==> config.mk <==
export PLATFORM = sky130hd
export DESIGN_NAME = gpio_mask_ctrl
export DESIGN_NICKNAME = d
export VERILOG_FILES = /design/src/rtl/gpio_mask_pkg.sv /design/src/rtl/gpio_mask_sync.sv /design/src/rtl/gpio_mask_irq_cell.sv /design/src/rtl/gpio_mask_ctrl.sv
export SDC_FILE = /design/constraint.sdc
export NUM_CORES = 1
export LEC_CHECK = 0
export BUFFER_PORTS_ARGS = -buffer_cell sky130_fd_sc_hd__buf_2
export CAP_MARGIN = 0
export CORE_MARGIN = 4
export CORE_UTILIZATION = 35
export DETAILED_ROUTE_END_ITERATION = 7
export SYNTH_ARGS = -nofsm -noshare
export SYNTH_HDL_FRONTEND = slang
export SYNTH_SLANG_ARGS = --single-unit
==> constraint.sdc <==
create_clock -name clk -period 3.3 [get_ports clk]
set_input_delay 0.33 -clock clk [delete_from_list [all_inputs] [get_ports clk]]
set_output_delay 0.33 -clock clk [all_outputs]
set_load 0.1 [all_outputs]
==> src/rtl/gpio_mask_pkg.sv <==
package gpio_mask_pkg;
   localparam int unsigned OFF_W = 12;

   localparam logic [OFF_W-1:0] OFF_DIR    = 12'h400;
   localparam logic [OFF_W-1:0] OFF_SENSE  = 12'h404;
   localparam logic [OFF_W-1:0] OFF_BOTH   = 12'h408;
   localparam logic [OFF_W-1:0] OFF_EVT    = 12'h40C;
   localparam logic [OFF_W-1:0] OFF_MASK   = 12'h410;
   localparam logic [OFF_W-1:0] OFF_RAW    = 12'h414;
   localparam logic [OFF_W-1:0] OFF_MSTAT  = 12'h418;
   localparam logic [OFF_W-1:0] OFF_CLR    = 12'h41C;
   localparam logic [OFF_W-1:0] OFF_ALT    = 12'h420;
   localparam logic [OFF_W-1:0] OFF_LOCK   = 12'h520;
   localparam logic [OFF_W-1:0] OFF_COMMIT = 12'h524;
   localparam logic [OFF_W-1:0] OFF_ID_LO  = 12'hFD0;

   localparam logic [31:0] UNLOCK_KEY = 32'h0ACC_E551;

   // Nine pad slots: eight contiguous words from 0x500 and one at 0x528
   localparam int unsigned N_PAD = 9;

   function automatic int unsigned pad_slot(input logic [OFF_W-1:0] a);
      if (a[1:0] != 2'b00)                    return N_PAD;
      if (a >= 12'h500 && a <= 12'h51C)       return int'(a[4:2]);
      if (a == 12'h528)                       return N_PAD - 1;
      return N_PAD;
   endfunction

   function automatic logic [7:0] id_byte(input logic [3:0] idx);
      case (idx)
         4'd4:    return 8'h61;
         4'd5:    return 8'h10;
         4'd6:    return 8'h04;
         4'd8:    return 8'h0D;
         4'd9:    return 8'hF0;
         4'd10:   return 8'h05;
         4'd11:   return 8'hB1;
         default: return 8'h00;
      endcase
   endfunction
endpackage

==> src/rtl/gpio_mask_sync.sv <==
module gpio_mask_sync #(
   parameter int unsigned W      = 8,
   parameter int unsigned STAGES = 2
) (
   input  logic         clk,
   input  logic         rst_n,
   input  logic [W-1:0] d,
   output logic [W-1:0] q
);
   if (STAGES < 2) begin : g_bad_stages
      $error("gpio_mask_sync: STAGES must be at least 2");
   end

   logic [W-1:0] chain [STAGES];

   always_ff @(posedge clk or negedge rst_n) begin
      if (!rst_n) begin
         for (int k = 0; k < int'(STAGES); k++) chain[k] <= '0;
      end else begin
         chain[0] <= d;
         for (int k = 1; k < int'(STAGES); k++) chain[k] <= chain[k-1];
      end
   end

   assign q = chain[STAGES-1];
endmodule

==> src/rtl/gpio_mask_irq_cell.sv <==
module gpio_mask_irq_cell (
   input  logic clk,
   input  logic rst_n,
   input  logic lvl,
   input  logic is_input,
   input  logic sense,
   input  logic both,
   input  logic evt,
   input  logic clr,
   output logic raw
);
   logic prev;
   logic hit;

   always_comb begin
      if (sense)      hit = (lvl == evt);
      else if (both)  hit = lvl ^ prev;
      else if (evt)   hit = lvl & ~prev;
      else            hit = ~lvl & prev;
   end

   always_ff @(posedge clk or negedge rst_n) begin
      if (!rst_n) begin
         prev <= 1'b0;
         raw  <= 1'b0;
      end else begin
         prev <= lvl;
         // a new set overrides a simultaneous clear
         raw  <= (is_input & hit) | (raw & ~clr);
      end
   end
endmodule

==> src/rtl/gpio_mask_ctrl.sv <==
module gpio_mask_ctrl
   import gpio_mask_pkg::*;
#(
   parameter int unsigned NPINS       = 8,
   parameter int unsigned SYNC_STAGES = 2,
   parameter int unsigned DATA_W      = 32
) (
   input  logic              clk,
   input  logic              rst_n,
   input  logic [OFF_W-1:0]  bus_addr,
   input  logic              bus_wr,
   input  logic [DATA_W-1:0] bus_wdata,
   output logic [DATA_W-1:0] bus_rdata,
   input  logic [NPINS-1:0]  pin_in,
   output logic [NPINS-1:0]  pin_out,
   output logic              irq
);
   if (NPINS < 1 || NPINS > 8) begin : g_bad_npins
      $error("gpio_mask_ctrl: NPINS must be 1..8 to fit the data window");
   end
   if (DATA_W < 32) begin : g_bad_dw
      $error("gpio_mask_ctrl: DATA_W must hold the unlock key");
   end

   localparam int unsigned MASK_HI = NPINS + 1;

   logic [NPINS-1:0] data_q, dir_q, sense_q, both_q, evt_q, mask_q, afsel_q, commit_q;
   logic [NPINS-1:0] raw_q, lvl, clr_vec, acc_mask, wd;
   logic [NPINS-1:0] pad_q [N_PAD];
   logic             locked_q;
   logic             aligned, in_data, wr_data;
   int unsigned      slot;

   assign aligned  = (bus_addr[1:0] == 2'b00);
   assign in_data  = (bus_addr < OFF_DIR);
   assign acc_mask = bus_addr[MASK_HI:2];
   assign wd       = bus_wdata[NPINS-1:0];
   assign wr_data  = bus_wr && in_data;
   assign slot     = pad_slot(bus_addr);
   assign clr_vec  = (bus_wr && bus_addr == OFF_CLR) ? wd : '0;

   gpio_mask_sync #(.W(NPINS), .STAGES(SYNC_STAGES)) u_sync (
      .clk(clk), .rst_n(rst_n), .d(pin_in), .q(lvl)
   );

   for (genvar i = 0; i < int'(NPINS); i++) begin : g_pin
      gpio_mask_irq_cell u_cell (
         .clk(clk), .rst_n(rst_n), .lvl(lvl[i]), .is_input(~dir_q[i]),
         .sense(sense_q[i]), .both(both_q[i]), .evt(evt_q[i]),
         .clr(clr_vec[i]), .raw(raw_q[i])
      );

      always_ff @(posedge clk or negedge rst_n) begin
         if (!rst_n)                      data_q[i] <= 1'b0;
         else if (!dir_q[i])              data_q[i] <= lvl[i];
         else if (wr_data && acc_mask[i]) data_q[i] <= wd[i];
      end
   end

   always_ff @(posedge clk or negedge rst_n) begin
      if (!rst_n) begin
         dir_q    <= '0;
         sense_q  <= '0;
         both_q   <= '0;
         evt_q    <= '0;
         mask_q   <= '0;
         afsel_q  <= '0;
         commit_q <= '1;
         locked_q <= 1'b1;
         for (int p = 0; p < int'(N_PAD); p++) pad_q[p] <= '0;
      end else if (bus_wr) begin
         case (bus_addr)
            OFF_DIR:    dir_q    <= wd;
            OFF_SENSE:  sense_q  <= wd;
            OFF_BOTH:   both_q   <= wd;
            OFF_EVT:    evt_q    <= wd;
            OFF_MASK:   mask_q   <= wd;
            OFF_ALT:    afsel_q  <= (afsel_q & ~commit_q) | (wd & commit_q);
            OFF_LOCK:   locked_q <= (bus_wdata != DATA_W'(UNLOCK_KEY));
            OFF_COMMIT: if (!locked_q) commit_q <= wd;
            default: begin
               if (slot < N_PAD) pad_q[slot] <= wd;
            end
         endcase
      end
   end

   always_comb begin
      bus_rdata = '0;
      if (in_data) begin
         bus_rdata[NPINS-1:0] = data_q & acc_mask;
      end else if (aligned) begin
         case (bus_addr)
            OFF_DIR:    bus_rdata[NPINS-1:0] = dir_q;
            OFF_SENSE:  bus_rdata[NPINS-1:0] = sense_q;
            OFF_BOTH:   bus_rdata[NPINS-1:0] = both_q;
            OFF_EVT:    bus_rdata[NPINS-1:0] = evt_q;
            OFF_MASK:   bus_rdata[NPINS-1:0] = mask_q;
            OFF_RAW:    bus_rdata[NPINS-1:0] = raw_q;
            OFF_MSTAT:  bus_rdata[NPINS-1:0] = raw_q & mask_q;
            OFF_ALT:    bus_rdata[NPINS-1:0] = afsel_q;
            OFF_LOCK:   bus_rdata[0]         = locked_q;
            OFF_COMMIT: bus_rdata[NPINS-1:0] = commit_q;
            default: begin
               if (bus_addr >= OFF_ID_LO)
                  bus_rdata[7:0] = id_byte(bus_addr[5:2] - 4'd4);
               else if (slot < N_PAD)
                  bus_rdata[NPINS-1:0] = pad_q[slot];
            end
         endcase
      end
   end

   assign pin_out = (data_q & dir_q) | ~dir_q;
   assign irq     = |(raw_q & mask_q);
endmodule

After elaboration in Yosys (flattened, before gate mapping)
Cells that the tools add are included.
- input port bits: 55
- output and inout port bits: 41
- flip-flop bits (word level): 169
- reduce and logical (&&, ||, !) cells: 25
- equality and inequality tests: 36
- add/subtract/negate cells: 1
- bitwise logic cells: 92
- order comparisons: 7
- mux-type cells: 66
- operators with widths (operator ; count):
    12-bit by 11-bit equality test with 1-bit output, second input constant ; 12
    32-bit two-way mux ; 3
    72-bit bitwise mux ; 1
    7-bit one-hot mux with 10 select lines ; 1
    8-bit two-way mux ; 8
    8-bit one-hot mux with 7 select lines ; 1
    1-bit two-way mux ; 46
    8-bit bitwise AND ; 5
    1-bit NOT ; 34
    33-bit by 5-bit >= comparator with 1-bit output, second input constant ; 1
    33-bit by 1-bit < comparator with 1-bit output, second input constant ; 1
    32-bit NOT with 33-bit output ; 1
    1-bit bitwise AND ; 32
    8-bit binary-select mux with 4-bit select ; 1
    8-bit demux with 4-bit select ; 1
    32-bit by 4-bit < comparator with 1-bit output, second input constant ; 1
    32-bit by 28-bit inequality test with 1-bit output, second input constant ; 1
    4-bit equality test, second input constant ; 4
    2-bit by 1-bit inequality test with 1-bit output, second input constant ; 8
    8-bit NOT ; 2
    8-bit OR ; 2
    8-bit OR reduction ; 2
    2-bit AND reduction ; 7
    4-bit by 3-bit equality test with 1-bit output, second input constant ; 3
    other kinds (14) ; 49

Logic depth before layout (Yosys ltp)
- depth in word-level cells: 18
- depth in mapped cells: 10
- mapped depth without buffers: 7

Hierarchy
From an unflattened synthesis, not the netlist that was laid out.
- cell total of the unflattened synthesis: 843
- area, all modules: 9270.1 sq um
- by module, submodules not included (module ; times used ; cells an instance ; area each (sq um)):
    gpio_mask_ctrl ; 1 ; 707 ; 7738.7
    gpio_mask_irq_cell ; 8 ; 14 ; 133.9
    gpio_mask_sync ; 1 ; 24 ; 460.4

Least setup slack after synthesis
No wires, ideal clock.
- kind: input-to-output
- from: in bus_addr[11]
- to: out bus_rdata[4]
- stages: 8
- path buffers: 1
- setup slack: -0.900 ns
- arrival time: 3.870 ns
- path through: and4bb_1 -> buf_4 -> o2111ai_2 -> mux2i_1 -> a32o_1 -> a21oi_1 -> a311oi_1 -> o31ai_1
- word-level cells in the longest chain between the ends: 16
- elaborated cells between the ends (all ways): 36
- classes of those cells: order compare: 5; eq/ne: 11; mux: 18; bitwise: 1; reduce/logical: 1
- RTL lines (item ; line ; source):
    start: declaration ; gpio_mask_ctrl.sv:10 ; input logic [OFF_W-1:0] bus_addr,
    parallel branches: the longest is 15 deep, another holds 32-bit by 4-bit < comparator with 1-bit output ; -- ;
    8-bit two-way mux * ; gpio_mask_ctrl.sv:90 ; if (in_data) begin
    end: declaration ; gpio_mask_ctrl.sv:13 ; output logic [DATA_W-1:0] bus_rdata,
Every way passes the cells marked *. The select of a mux whose other input is x is not followed.

Worst setup path after layout
- from: in bus_addr[8]
- to: out bus_rdata[1]
Same word-level chain as after synthesis.

==> results.tsv <==
metric	value	unit
post-DP HPWL	18.0	mm
register area share after synthesis	47.9	%
Setup Crit Path Kind	in -> out	
mean post-synth cell area	11.4	µm²
Synth Area in Compound Gates	12.9	%
share of cells above drive strength 1	35.3	%
switching power total	1.21	mW
Core Box Area	0.0246	mm²
Crit path required time	2970	ps
Post-route DRC	0	
first-pass GRT wire length	39.1	mm
CTS tree	done	
leakage power total	4.99	nW
initial antenna violation count	0	
Logic pwr share	8.5	%
run status	finished clean	
pin count of the biggest net entering global routing	75	
r2r endpoint	g_pin[4].u_cell.raw	
Non-Filler Instances	1206	
number of synthesized flops with an enable pin	0	
Min-Delay Endpoint	locked_q	
crit-path max cell delay	410	ps
CP bufs+invs	3	
Worst Setup SP	bus_addr[8]	
GR Util All Layers	18.1	%
largest family of logic cells by synthesized area	multiplexers	
max frequency	322	MHz
chip width	167	µm
Post-CTS Setup Inserts	0	
GR Overflow Total	0	
crit share post-route	94.0	%
DRT antenna net count	0	
# rows	57	
#FFs+latches synth	169	
placed insts	1165	
layout overhead on the synthesized area	18.3	%
Max-slew headroom	46.2	%
Tot Pwr	4.76	mW
actual slew at the worst max-slew pin	798	ps
RSZ-0062 raised after global routing	false	
Hold Crit Start	bus_wdata[17]	
total clock buffers created by CTS	17	
mux cell area share after synthesis	18.1	%
Sw Share	25.5	%
crit path launch type	input pin	
async set or reset register ratio after synthesis	100	%
post-layout util	42.6	%
vias in the first global route	6605	
Max Cap Viol	0	
CP endpoint kind	output port	
Port Buf Inserts	71	
dpl ws	203	ps
post-synth cell types	76	
CTS Buffer Depth	2	
Final setup viols	0	
Synthesis Warnings	0	
Worst R2R Start	u_sync.q[4]	
max-slew violations	0	
worst path arrival time	2770	ps
final-report hold violation count	0	
Cell Int Power	3.55	mW
Die ar.	0.0279	mm²
Post-Syn Area	0.00885	mm²
vias per inst	5.51	
clk sinks	169	
skew final	3.56	ps
Slowest-stage cell, CP	and4bb_2	
Main synth FF type	dfrtp_1	
Worst path top cell family by delay	simple AND/OR/NAND/NOR gates	
xor/xnor share of the synthesized area	0.890	%
CTS clk-pin slew, worst paths	70	ps
Reg2Reg Setup Slack	1850	ps
clock share of power	47.1	%
total routed wirelength	25.4	mm
minimum clock period	3100	ps
worst-path maximum fanout	9	
initial DRC count	550	
pwr dens	455	mW/mm²
fillers	2348	
Simple-Gate Fraction of Synth Area	12.5	%
clock latency on the worst-skew pair	440	ps
htree depth	4	
drt pass-1 iters	5	
worst hold path depth	5	
post-synthesis adder-cell area fraction	2.26	%
VDD IR max	0.333	mV
# IOs	96	
Initial Util	36.0	%
Worst R2R Path Depth	7	
DR WL/cell	21.1	µm
n_diodes	0	
Reg power frac	44.4	%
final setup margin	197	ps
Post-Synthesis Cells	777	
cells along the critical path	buf_2, and4bb_2, and3_4, nand3_2, buf_4, o22ai_1, o21ai_0, o21ai_0, nand4_1, buf_12	
layout net count	940	
Root Driver	clkbuf_16	
Hold Crit Class	in -> reg	
CP dominant cell by count	o21ai_0	
Die Height	167	µm
DR vias	6650	
GP Congestion	0.883	
## cells in the mapped netlist, types with 13 or more instances
cell type | instances | area, µm²
buf_2 | 13 | 65.1
a211oi_1 | 20 | 150
inv_1 | 21 | 78.8
buf_4 | 27 | 203
a21oi_1 | 30 | 150
nand2_1 | 55 | 206
mux2_2 | 120 | 1350
clkbuf_1 | 24 | 90.1
ha_1 | 16 | 200
nor2_1 | 27 | 101
mux2i_1 | 13 | 130
nand3_1 | 19 | 95.1
dfrtp_1 | 160 | 4000
o21ai_0 | 21 | 105
## cell usage in the layout, fill, tap and decap left out, types with 13 or more instances in the layout
| master | Yosys | layout |
|---|---|---|
| buf_2 | 13 | 64 |
| mux2_2 | 120 | 120 |
| a21oi_1 | 30 | 30 |
| nand2_1 | 55 | 55 |
| inv_1 | 21 | 21 |
| conb_1 | 1 | 24 |
| dfrtp_1 | 160 | 160 |
| buf_4 | 27 | 38 |
| nand3_1 | 19 | 19 |
| a211oi_1 | 20 | 19 |
| mux2i_1 | 13 | 13 |
| clkbuf_16 | 0 | 17 |
| ha_1 | 16 | 16 |
| o21ai_0 | 21 | 20 |
| nor2_1 | 27 | 27 |
## worst max-delay path by stage
stage | to | slack, ps | cells after the start
2_1_floorplan | bus_rdata[4] | -50 | 8
3_3_place_gp | bus_rdata[1] | 210 | 10
3_5_place_dp | bus_rdata[1] | 200 | 10
4_1_cts | bus_rdata[1] | 180 | 10
5_1_grt | bus_rdata[1] | 50 | 10
6_report | bus_rdata[1] | 200 | 10
## worst min-delay path, delay by kind of cell
family / cells / cell delay (ps)
AOI/OAI and AO/OA: 1 / 110
and+or+nand+nor: 3 / 180
buffers and inverters: 1 / 70
## timing repair
item                       CTS  global route
gates resized for setup      0             1
hold endpoints to repair    74             1
setup endpoints to repair    0             1
hold buffers                 8             1
## metal layers
metal / global-route usage, % / vias up / share of wire, %
met5: 0 / - / 0
met4: 4.91 / 0 / 1.6
met3: 3.91 / 31 / 6.6
met2: 27.5 / 249 / 45
met1: 26.3 / 3357 / 46
li1: - / 3013 / -
## power by group through the flow
stage	Clock, mW	Sequential (mW)	Combinational, mW
floorplan	0	2.15	0.275
global placement	0	2.15	0.394
detailed placement	0	2.15	0.395
CTS	2.28	2.11	0.405
global route	2.38	2.12	0.435
finish	2.24	2.11	0.404
## cell type report
type	instances	area (µm²)	share of cell area, %
sequential	169	4240	40.5
clock buffer	17	425	4.06
inverter	21	78.8	0.753
clock inverter	15	234	2.23
multi-input combinational	541	4240	40.5
tap	324	405	3.87
timing repair buffer	119	847	8.09
## state kept, by name (all words and copies together), names as in the netlist, 8 cells and up, named ones only
signal / cells
sense_q: 8
u_sync.chain: 8
mask_q: 8
data_q: 8
commit_q: 8
g_pin.u_cell.raw: 8
evt_q: 8
u_sync.q: 8
pad_q: 72
both_q: 8
g_pin.u_cell.prev: 8
dir_q: 8
## cell families (layout without fill, tap and decap cells)
family / count (synthesis) / count (layout)
AND/OR/NAND/NOR: 193 / 193
buffers and inverters: 90 / 172
XOR/XNOR: 9 / 9
AO/OA/AOI/OAI: 158 / 158
multiplexers: 141 / 141
adder cells (fa/ha/maj): 16 / 16
other: 1 / 24
flip-flops: 169 / 169
## through the flow
step,instance area [µm²],hold WS (ps),setup TNS (ps)
finish,10500,288,0
global route,10500,321,0
CTS,10500,7.25,0
detailed placement,9730,335,0
global placement,9730,333,0
floorplan,8960,34.4,-49.3
(Power assumes the default switching activity.)
